===== src/rtl/fevq_pkg.sv =====
package fevq_pkg;

  localparam int FID_W  = 32;
  localparam int FH_W   = 32;
  localparam int CODE_W = 16;
  localparam int ADDR_W = 64;
  localparam int QUAL_W = 32;

  // Record image: byte k lives at bits [8k+7:8k], fields big-endian.
  localparam int REC_BYTES = 26;
  localparam int REC_W     = REC_BYTES * 8;
  localparam int OFF_LEN   = 0;
  localparam int OFF_CLS   = 2;
  localparam int OFF_FID   = 4;
  localparam int OFF_FH    = 8;
  localparam int OFF_QUAL  = 12;
  localparam int OFF_ADDR  = 16;
  localparam int OFF_CODE  = 24;

  localparam logic [FH_W-1:0] FH_SLOT_FLAG = 32'h8000_0000;

  typedef enum logic [1:0] {
    EVC_NONE  = 2'd0,
    EVC_ERR   = 2'd1,
    EVC_AVAIL = 2'd2,
    EVC_RSVD  = 2'd3
  } ev_class_e;

  typedef struct packed {
    ev_class_e          cls;
    logic [FID_W-1:0]   fid;
    logic [FH_W-1:0]    fh;
    logic [CODE_W-1:0]  code;
    logic [ADDR_W-1:0]  addr;
    logic [QUAL_W-1:0]  qual;
  } ev_rec_t;

  // Place the low nbytes of val at byte offset off, most significant first.
  function automatic logic [REC_W-1:0] put_be(input logic [REC_W-1:0] img,
                                              input int off, input int nbytes,
                                              input logic [63:0] val);
    logic [REC_W-1:0] r;
    r = img;
    for (int i = 0; i < 8; i++) begin
      if (i < nbytes) r[(off+i)*8 +: 8] = val[(nbytes-1-i)*8 +: 8];
    end
    return r;
  endfunction

  function automatic logic [REC_W-1:0] pack_rec(input ev_rec_t e, input logic valid);
    logic [REC_W-1:0] img;
    img = '0;
    if (valid) begin
      img = put_be(img, OFF_LEN, 2, 64'(REC_BYTES));
      img = put_be(img, OFF_CLS, 1, {62'd0, e.cls});
      img = put_be(img, OFF_FID, 4, {32'd0, e.fid});
      img = put_be(img, OFF_FH, 4, {32'd0, e.fh});
      img = put_be(img, OFF_CODE, 2, {48'd0, e.code});
      if (e.cls == EVC_ERR) begin
        img = put_be(img, OFF_QUAL, 4, {32'd0, e.qual});
        img = put_be(img, OFF_ADDR, 8, e.addr);
      end
    end
    return img;
  endfunction

  function automatic logic [FID_W-1:0] slot_fid(input int slot);
    return FID_W'(slot);
  endfunction

  function automatic logic [FH_W-1:0] slot_handle(input int slot);
    return FH_W'(slot) | FH_SLOT_FLAG;
  endfunction

endpackage


===== src/rtl/fevq_plug_seq.sv =====
module fevq_plug_seq
  import fevq_pkg::*;
#(
  parameter int          SLOTS            = 32,
  parameter logic [15:0] CODE_RSV_TO_STBY = 16'h0301,
  parameter logic [15:0] CODE_STBY_TO_CFG = 16'h0302,
  parameter logic [15:0] CODE_CFG_TO_SR   = 16'h0303,
  parameter logic [15:0] CODE_STBY_TO_RSV = 16'h0304,
  localparam int         SLOT_W           = (SLOTS > 1) ? $clog2(SLOTS) : 1
) (
  input  logic              clk,
  input  logic              rst_n,
  input  logic              plug_i,
  input  logic              unplug_i,
  input  logic [SLOT_W-1:0] slot_i,
  output logic [1:0]        ev_v_o,
  output ev_rec_t [1:0]     ev_o
);

  logic [SLOTS-1:0] cfg_q;
  logic             plug_fire;
  logic             unplug_fire;
  logic             was_cfg;

  assign plug_fire   = plug_i;
  assign unplug_fire = unplug_i & ~plug_i;
  assign was_cfg     = cfg_q[slot_i];

  function automatic ev_rec_t avail_ev(input logic [SLOT_W-1:0] s, input logic [15:0] code);
    ev_rec_t e;
    e      = '0;
    e.cls  = EVC_AVAIL;
    e.fid  = slot_fid(int'(s));
    e.fh   = slot_handle(int'(s));
    e.code = code;
    return e;
  endfunction

  always_comb begin
    ev_v_o   = 2'b00;
    ev_o[0]  = avail_ev(slot_i, CODE_RSV_TO_STBY);
    ev_o[1]  = avail_ev(slot_i, CODE_STBY_TO_CFG);
    if (plug_fire) begin
      ev_v_o = 2'b11;
    end else if (unplug_fire) begin
      if (was_cfg) begin
        ev_o[0] = avail_ev(slot_i, CODE_CFG_TO_SR);
        ev_o[1] = avail_ev(slot_i, CODE_STBY_TO_RSV);
        ev_v_o  = 2'b11;
      end else begin
        ev_o[0] = avail_ev(slot_i, CODE_STBY_TO_RSV);
        ev_v_o  = 2'b01;
      end
    end
  end

  always_ff @(posedge clk or negedge rst_n) begin
    if (!rst_n)            cfg_q <= '0;
    else if (plug_fire)    cfg_q[slot_i] <= 1'b1;
    else if (unplug_fire)  cfg_q[slot_i] <= 1'b0;
  end


  plug_sets_cfg_chk: assert property (@(posedge clk) disable iff (!rst_n)
    plug_fire |=> cfg_q[$past(slot_i)]);


  unplug_clears_cfg_chk: assert property (@(posedge clk) disable iff (!rst_n)
    unplug_fire |=> !cfg_q[$past(slot_i)]);

endmodule


===== src/rtl/fevq_fifo.sv =====
module fevq_fifo
  import fevq_pkg::*;
#(
  parameter int  DEPTH = 8,
  parameter int  NW    = 3,
  localparam int PTR_W = (DEPTH > 1) ? $clog2(DEPTH) : 1,
  localparam int CNT_W = $clog2(DEPTH + 1)
) (
  input  logic               clk,
  input  logic               rst_n,
  input  logic [NW-1:0]      wr_v_i,
  input  ev_rec_t [NW-1:0]   wr_d_i,
  input  logic               pop_i,
  output ev_rec_t            head_o,
  output logic [CNT_W-1:0]   count_o,
  output logic [NW-1:0]      acc_o,
  output logic               drop_o
);

  ev_rec_t          mem [DEPTH];
  logic [PTR_W-1:0] wp_q, rp_q;
  logic [CNT_W-1:0] cnt_q;
  logic             pop_eff;
  logic [CNT_W:0]   room;
  logic [CNT_W:0]   n_acc;
  logic [PTR_W-1:0] wr_idx [NW];

  function automatic logic [PTR_W-1:0] ring_add(input logic [PTR_W-1:0] p, input int n);
    int t;
    t = int'(p) + n;
    if (t >= DEPTH) t = t - DEPTH;
    return PTR_W'(t);
  endfunction

  assign pop_eff = pop_i && (cnt_q != '0);
  assign room    = (CNT_W+1)'(DEPTH) - {1'b0, cnt_q} + {{CNT_W{1'b0}}, pop_eff};

  // Ports are served in index order, each taking the next free entry.
  always_comb begin
    n_acc = '0;
    for (int k = 0; k < NW; k++) begin
      wr_idx[k] = ring_add(wp_q, int'(n_acc));
      acc_o[k]  = wr_v_i[k] && (n_acc < room);
      n_acc     = n_acc + {{CNT_W{1'b0}}, acc_o[k]};
    end
  end

  always_ff @(posedge clk or negedge rst_n) begin
    if (!rst_n) begin
      wp_q  <= '0;
      rp_q  <= '0;
      cnt_q <= '0;
    end else begin
      wp_q  <= ring_add(wp_q, int'(n_acc));
      if (pop_eff) rp_q <= ring_add(rp_q, 1);
      cnt_q <= CNT_W'({1'b0, cnt_q} + n_acc - {{CNT_W{1'b0}}, pop_eff});
    end
  end

  always_ff @(posedge clk) begin
    for (int k = 0; k < NW; k++) begin
      if (acc_o[k]) mem[wr_idx[k]] <= wr_d_i[k];
    end
  end

  assign head_o  = mem[rp_q];
  assign count_o = cnt_q;
  assign drop_o  = |(wr_v_i & ~acc_o);


  count_step_chk: assert property (@(posedge clk) disable iff (!rst_n)
    1'b1 |=> {1'b0, cnt_q} == $past({1'b0, cnt_q}) + $past(n_acc) - $past({{CNT_W{1'b0}}, pop_eff}));


  empty_pop_chk: assert property (@(posedge clk) disable iff (!rst_n)
    (pop_i && cnt_q == '0 && wr_v_i == '0) |=> (cnt_q == '0 && $stable(rp_q)));


  full_hold_chk: assert property (@(posedge clk) disable iff (!rst_n)
    (cnt_q == CNT_W'(DEPTH) && !pop_i) |=> cnt_q == CNT_W'(DEPTH));

endmodule


===== src/rtl/fevq_rec_pack.sv =====
module fevq_rec_pack
  import fevq_pkg::*;
(
  input  ev_rec_t          ev_i,
  input  logic             valid_i,
  output logic [REC_W-1:0] rec_o
);

  always_comb rec_o = pack_rec(ev_i, valid_i);

endmodule


===== src/rtl/fn_event_queue.sv =====
module fn_event_queue
  import fevq_pkg::*;
#(
  parameter int  SLOTS  = 32,
  parameter int  DEPTH  = 8,
  localparam int SLOT_W = (SLOTS > 1) ? $clog2(SLOTS) : 1
) (
  input  logic              clk,
  input  logic              rst_n,
  input  logic              push_i,
  input  logic [1:0]        push_class_i,
  input  logic [FID_W-1:0]  push_fid_i,
  input  logic [FH_W-1:0]   push_fh_i,
  input  logic [CODE_W-1:0] push_code_i,
  input  logic [ADDR_W-1:0] push_addr_i,
  input  logic [QUAL_W-1:0] push_qual_i,
  input  logic              plug_i,
  input  logic              unplug_i,
  input  logic [SLOT_W-1:0] slot_i,
  input  logic              pop_i,
  output logic              have_event_o,
  output logic              notify_o,
  output logic              overflow_o,
  output logic [REC_W-1:0]  rec_o
);

  localparam int NW    = 3;
  localparam int CNT_W = $clog2(DEPTH + 1);

  logic [1:0]        seq_v;
  ev_rec_t [1:0]     seq_ev;
  logic              ext_v;
  ev_rec_t           ext_ev;
  logic [NW-1:0]     wr_v;
  ev_rec_t [NW-1:0]  wr_d;
  logic [NW-1:0]     acc;
  logic              drop;
  ev_rec_t           head;
  logic [CNT_W-1:0]  count;
  logic              notify_q;
  logic              ovf_q;

  fevq_plug_seq #(.SLOTS(SLOTS)) u_seq (
    .clk      (clk),
    .rst_n    (rst_n),
    .plug_i   (plug_i),
    .unplug_i (unplug_i),
    .slot_i   (slot_i),
    .ev_v_o   (seq_v),
    .ev_o     (seq_ev)
  );

  assign ext_v = push_i && ((push_class_i == EVC_ERR) || (push_class_i == EVC_AVAIL));

  always_comb begin
    ext_ev      = '0;
    ext_ev.cls  = ev_class_e'(push_class_i);
    ext_ev.fid  = push_fid_i;
    ext_ev.fh   = push_fh_i;
    ext_ev.code = push_code_i;
    ext_ev.addr = push_addr_i;
    ext_ev.qual = push_qual_i;
  end

  // Sequencer events take the lower port indices and are served first.
  assign wr_v = {ext_v, seq_v};
  assign wr_d = {ext_ev, seq_ev};

  fevq_fifo #(.DEPTH(DEPTH), .NW(NW)) u_fifo (
    .clk     (clk),
    .rst_n   (rst_n),
    .wr_v_i  (wr_v),
    .wr_d_i  (wr_d),
    .pop_i   (pop_i),
    .head_o  (head),
    .count_o (count),
    .acc_o   (acc),
    .drop_o  (drop)
  );

  fevq_rec_pack u_pack (
    .ev_i    (head),
    .valid_i (have_event_o),
    .rec_o   (rec_o)
  );

  always_ff @(posedge clk or negedge rst_n) begin
    if (!rst_n) begin
      notify_q <= 1'b0;
      ovf_q    <= 1'b0;
    end else begin
      notify_q <= |acc;
      ovf_q    <= ovf_q | drop;
    end
  end

  assign have_event_o = (count != '0);
  assign notify_o     = notify_q;
  assign overflow_o   = ovf_q;


  notify_after_push_chk: assert property (@(posedge clk) disable iff (!rst_n)
    (|acc) |=> notify_o);


  overflow_sticky_chk: assert property (@(posedge clk) disable iff (!rst_n)
    overflow_o |=> overflow_o);


  pending_has_class_chk: assert property (@(posedge clk) disable iff (!rst_n)
    have_event_o |-> (rec_o[OFF_CLS*8 +: 8] != 8'h00));

endmodule


===== config.mk =====
export PLATFORM = sky130hd
export DESIGN_NAME = fn_event_queue
export DESIGN_NICKNAME = d
export VERILOG_FILES = /design/src/rtl/fevq_pkg.sv /design/src/rtl/fevq_plug_seq.sv /design/src/rtl/fevq_fifo.sv /design/src/rtl/fevq_rec_pack.sv /design/src/rtl/fn_event_queue.sv
export SDC_FILE = /design/constraint.sdc
export NUM_CORES = 2
export LEC_CHECK = 0
export BUFFER_PORTS_ARGS = -buffer_cell sky130_fd_sc_hd__buf_4
export CORE_ASPECT_RATIO = 0.5
export CORE_MARGIN = 10
export CORE_UTILIZATION = 35
export DETAILED_ROUTE_END_ITERATION = 10
export GPL_TIMING_DRIVEN = 0
export HOLD_SLACK_MARGIN = 0.15
export PLACE_DENSITY = 0.51
export SYNTH_ARGS = -nofsm -noshare
export SYNTH_HDL_FRONTEND = slang
export SYNTH_SLANG_ARGS = --single-unit

===== constraint.sdc =====
create_clock -name clk -period 17.4 [get_ports clk]
set_clock_uncertainty 0.1 [all_clocks]
set_input_delay 1.74 -clock clk [delete_from_list [all_inputs] [get_ports clk]]
set_output_delay 1.74 -clock clk [all_outputs]
set_load 0.02 [all_outputs]

After elaboration in Yosys (flattened, before gate mapping)
Memory sizes are Yosys's and may differ from the RTL's.
Index checks and enable logic that the tools add are counted.
{"block": "totals", "input_bits": 189, "output_inout_bits": 211, "mem_bits_rw": 1424, "memories": 1, "wordCells": 80, "regBits": 44}
{"block": "classes", "muxes": 26, "n_reduce_logical": 11, "magnitude_cmp": 10, "bitwise": 8, "n_eq_ne": 3, "addsub": 15}
{"memory": "u_fifo.mem", "depth": 8, "word_bits": 178, "read_ports": 1, "rd_clocked_by_memory_dff": 0, "wr": 3, "line_no": "fevq_fifo.sv:20", "rtl": "ev_rec_t mem [DEPTH];"}
{"cell": "$mux W277", "n": 2}
{"cell": "$mux W208", "n": 1}
{"cell": "$mux W99", "n": 2}
{"cell": "$mux W192", "n": 1}
{"cell": "$mux W32", "n": 2}
{"cell": "$and A32 B32 Y32", "n": 1}
{"cell": "$not A32 Y32", "n": 1}
{"cell": "$or A32 B32 Y32", "n": 1}
{"cell": "$mux W3", "n": 5}
{"cell": "$sub A3 B1 Y3 const B", "n": 5}
{"cell": "$ge A6 B4 Y1 const B", "n": 2}
{"cell": "$ge A4 B4 Y1 const B", "n": 2}
{"cell": "$mux W1", "n": 8}
{"cell": "$add A3 B5 Y6", "n": 1}
{"cell": "$logic_and A1 B1 Y1", "n": 6}
{"cell": "$lt A5 B6 Y1 const B", "n": 1}
{"cell": "$mux W2", "n": 3}
{"cell": "$reduce_or A3 Y1", "n": 2}
{"cell": "$add A5 B1 Y5", "n": 1}
{"cell": "$bmux W1 S5", "n": 1}
{"cell": "$demux W1 S5", "n": 1}
{"cell": "$ge A5 B1 Y1 const B", "n": 1}
{"cell": "$lt A1 B5 Y1", "n": 1}
{"cell": "$lt A1 B5 Y1 const A", "n": 1}
{"cell": "other kinds (20)", "n": 21}

Depth between registers and ports, before layout
{"block": "logic_depth", "depth_word": 15, "ltp_mapped": 29, "depth_no_buf": 25}

By module
A second synthesis with hierarchy kept.
{"block": "hier_totals", "cells_unflattened": 11772, "area_unflattened_um2": 101293.4}
{"mod": "fevq_fifo", "n_inst": 1, "area_per_inst_um2": 94828.4, "seq_area_each_um2": 43011.3, "cells_each": 11003}
{"mod": "fevq_plug_seq", "n_inst": 1, "area_per_inst_um2": 4413.0, "seq_area_each_um2": 800.8, "cells_each": 514}
{"mod": "fevq_rec_pack", "n_inst": 1, "area_per_inst_um2": 1966.9, "seq_area_each_um2": 0.0, "cells_each": 248}
{"mod": "fn_event_queue", "n_inst": 1, "area_per_inst_um2": 85.1, "seq_area_each_um2": 50.0, "cells_each": 7}

Worst setup path before layout
No wires, ideal clock.
{"block": "synth_timing", "path_kind": "in2reg", "start": "input port pop_i", "end": "memory u_fifo.mem[2][0] (netlist bit) (enable)", "t_arrival_ns": 16.706, "slack_ns": -0.367, "setup_time_ns": 0.962, "required_time_ns": 16.338, "cell_stages": 15, "n_path_buf": 1, "cell_sequence": "nand2_1 ha_1 inv_1 ha_1 or3b_1 o21ai_0 or2_2 clkbuf_1 inv_1 ha_1 ha_1 xnor2_1 nand2_1 a211o_1 o21ai_0"}
{"item": "start, declared", "line_no": "fn_event_queue.sv:20", "rtl": "input logic pop_i,"}
{"item": "end, declared", "line_no": "fevq_fifo.sv:20"}

==> flow_summary_export.csv <==
group,metric,value,unit
floorplanning,core_area,0.191,mm^2
timing,setup_tns,0,ns
global_routing,grt_max_degree,45,
route,avgRoutedWirePerCell,27.5,um
worst_setup_path,crit_path_frequent_cell,"ha_1",
route,drt.antenna.violating_nets,0,
synthesis,synthCells,4405,
floorplanning,dieHeight,331,um
timing,finalCritPeriodShare,50.1,%
timing,fin_crit,8.71,ns
clock_tree,root_buffer,"clkbuf_16",
synthesis,synth_edf_count,1424,
global_routing,antenna_found_initial,49,
synthesis,async_reset_ff_share,3.00,%
worst_setup_path,crit_type,"reg2reg",
timing,relSlewSlack,10.8,%
route,route.detailed.drc,0,
timing,worst_slew_pin_slew,1.34,ns
floorplanning,die-area,0.212,mm^2
clock_tree,htreeDepth,4,
placed_design,io_buffer_count,354,
power_and_ir_drop,irDropWorstVdd,0.144,mV
layout,drive_above_1_share,25.7,%
worst_setup_path,cp.required,17.78,ns
route,drtPass1Iterations,6,
synthesis,syn_area,0.0676,mm^2
route,drtIter0Drc,3702,
synthesis,ys_warn_count,0,
global_routing,grt_pass1_vias,41924,
worst_setup_path,start_kind,"flop",
worst_setup_path,slowest_stage,"buf_2",
timing,drv_slew,0,
placed_design,gp_congestion,0.862,
clock_tree,cts_buffers,149,
layout,syn2layout_area_growth,19.1,%
clock_tree,ctsResizeCount,0,
floorplanning,io_pins,400,
layout,stdcell_count,7783,
global_routing,gr-total-overflow,0,
clock_tree,cts_max_path_buffers,3,
power_and_ir_drop,p_total,17800,uW
clock_tree,cts_tree,"done",
worst_setup_path,critPathMaxStageDelay,0.60,ns
route,vias_per_cell,5.12,
job,cap_violations,0,
synthesis,synth.avg_cell_area,15.4,um^2
synthesis,ys_seq_area_share,64.9,%
clock_tree,clock_sinks,1468,
global_routing,grt_use_total,19.7,%
clock_tree,clkLatencyLatePin,0.79,ns
route,vias,39827,
run_status,status,"complete, no violations",
placed_design,dp_cells,7478,
floorplanning,die_width,642,um
route,wl,214,mm
timing,grt_setup_unrepaired,"false",
layout,multi_input_area,0.0221,mm^2
synthesis,synth-seq-cells,1468,
layout,fillers,17424,
timing,fmax,0.115,GHz
synthesis,synth_area_leaders,"edfxtp_1 63%, mux4_2 12%, and2_1 12%, mux2i_1 2.8%, dfrtp_1 1.6%",
clock_tree,cts.hold.buffers_added,0,
worst_hold_path,hp-class,"reg2reg",
global_routing,grt_pass1_wl,302,mm
synthesis,synth_top_area_share,63.2,%
synthesis,ys.flop_type,"edfxtp_1",
power_and_ir_drop,p_leak,0.0286,uW
layout,seqCellArea,0.0439,mm^2
worst_setup_path,cp-end-kind,"flop",
floorplanning,rows,113,
timing,finalHoldViolCount,0,
synthesis,yosys.area.top_type,"edfxtp_1",
power_and_ir_drop,power_density,220,mW/mm^2
worst_setup_path,crit_arrival,9.09,ns
placed_design,place_hpwl,147,mm
timing,hold_ws,0.403,ns
synthesis,synth_cell_types,57,
floorplanning,start_util,35.4,%
layout,nets,5254,
timing,setup_violations,0,
worst_setup_path,crit_fanout,19,
clock_tree,post_cts_buffers,0,
clock_tree,path_clk_slew,0.06,ns
-- final timing paths --
check / slack [ns] / from / to / depth (start not counted)
max in group asynchronous: 15.91 / rst_n / asynchronous set/reset pin / 1
min in group asynchronous: 0.87 / rst_n / asynchronous set/reset pin / 1
min reg2reg: 0.40 / flop / flop / 1
min: 0.40 / flop / flop / 1
max: 8.69 / u_fifo.count_o[2]$_DFF_PN0_ / u_fifo.mem[4][45]$_SDFFCE_PN0P_ / 26
max reg2reg: 8.69 / u_fifo.count_o[2]$_DFF_PN0_ / u_fifo.mem[4][45]$_SDFFCE_PN0P_ / 26
-- registers in the layout, summed over array words and instances, names as in the netlist, named ones only --
signal	cells
u_fifo.wp_q	3
notify_o	1
u_fifo.count_o	4
overflow_o	1
u_fifo.rp_q	3
u_fifo.mem	1424
-- cells in the final DEF (no fill, tap or decap), types with 21 or more instances in the layout --
cell type  count
and2_1      1280
buf_1         21
buf_12        47
buf_16        30
buf_2        140
buf_4        416
clkbuf_1     139
clkbuf_16    155
clkbuf_2      56
clkinv_1      24
clkinv_2      34
conb_1        27
dfrtp_1       44
diode_2       32
edfxtp_1    1424
inv_1         31
mux2_2        34
mux2i_1      191
mux4_2       357
nand2_1      239
nand2b_1      34
nor2_1       223
-- critical path, delay by kind of cell, from the launching register on --
kind | cells | cell delay (ns)
AND/OR/NAND/NOR | 6 | 1.77
buffers and inverters | 9 | 2.55
flip-flops | 1 | 0.45
XOR/XNOR | 1 | 0.30
AO/OA/AOI/OAI | 4 | 1.56
adder cells (fa/ha/maj) | 6 | 1.56
-- kinds of logic after synthesis --
family / share of synthesized area [%]
other: 0.00555
DFF: 64.9
muxes: 15.3
adders and majority gates: 0.470
xor gates and xnor gates: 0.155
and+or+nand+nor: 15.2
AOI/OAI and AO/OA: 1.30
buffers and inverters: 2.74
-- Yosys cell counts (all sizes together) (6+ instances only) --
master,n
edfxtp,1424
and2,1280
mux4,357
nand2,239
nor2,223
buf,200
mux2i,191
clkbuf,159
dfrtp,44
mux2,34
nand2b,34
inv,31
ha,19
a211oi,13
o21ai,13
a211o,11
nor3,10
a2111oi,8
o221a,8
o31ai,8
a31oi,7
or3,7
xnor2,7
a41oi,6
-- through the flow --
stage	setup WS (ns)	area (um^2)	utilization [%]
6_report	8.69	80600	42.2
3_3_place_gp	-8.65	73600	38.5
4_1_cts	8.68	80500	42.1
2_1_floorplan	3.81	67700	-
3_5_place_dp	8.69	75700	39.6
5_1_grt	8.36	80500	42.2
-- routing by layer --
metal	wire length, um	up-vias	share of wire [%]	global-route usage (%)
met5	80	-	0.037	0
met4	6950	14	3.3	7.47
met3	12500	322	5.9	3.34
met2	111000	1309	52	35.1
met1	83200	20766	39	24.1
li1	-	17416	-	-
-- area by class of cell --
class / instances / area share (%)
tap: 2587 / 4.02
multi-input combinational: 2573 / 27.4
sequential: 1468 / 54.4
clock buffer: 193 / 5.02
buffer: 359 / 2.16
clock inverter: 80 / 0.888
timing repair buffer: 460 / 5.79
antenna: 32 / 0.0994
inverter: 31 / 0.144
-- power breakdown --
group / switching, uW / internal [uW] / leakage (uW) / total (uW)
Clock: 1400 / 1810 / 0.00235 / 3210
Sequential: 303 / 5880 / 0.0132 / 6180
Combinational: 5190 / 3180 / 0.0130 / 8370
Total: 6900 / 10900 / 0.0286 / 17800
Note: power is estimated with default switching activity, not from simulation.
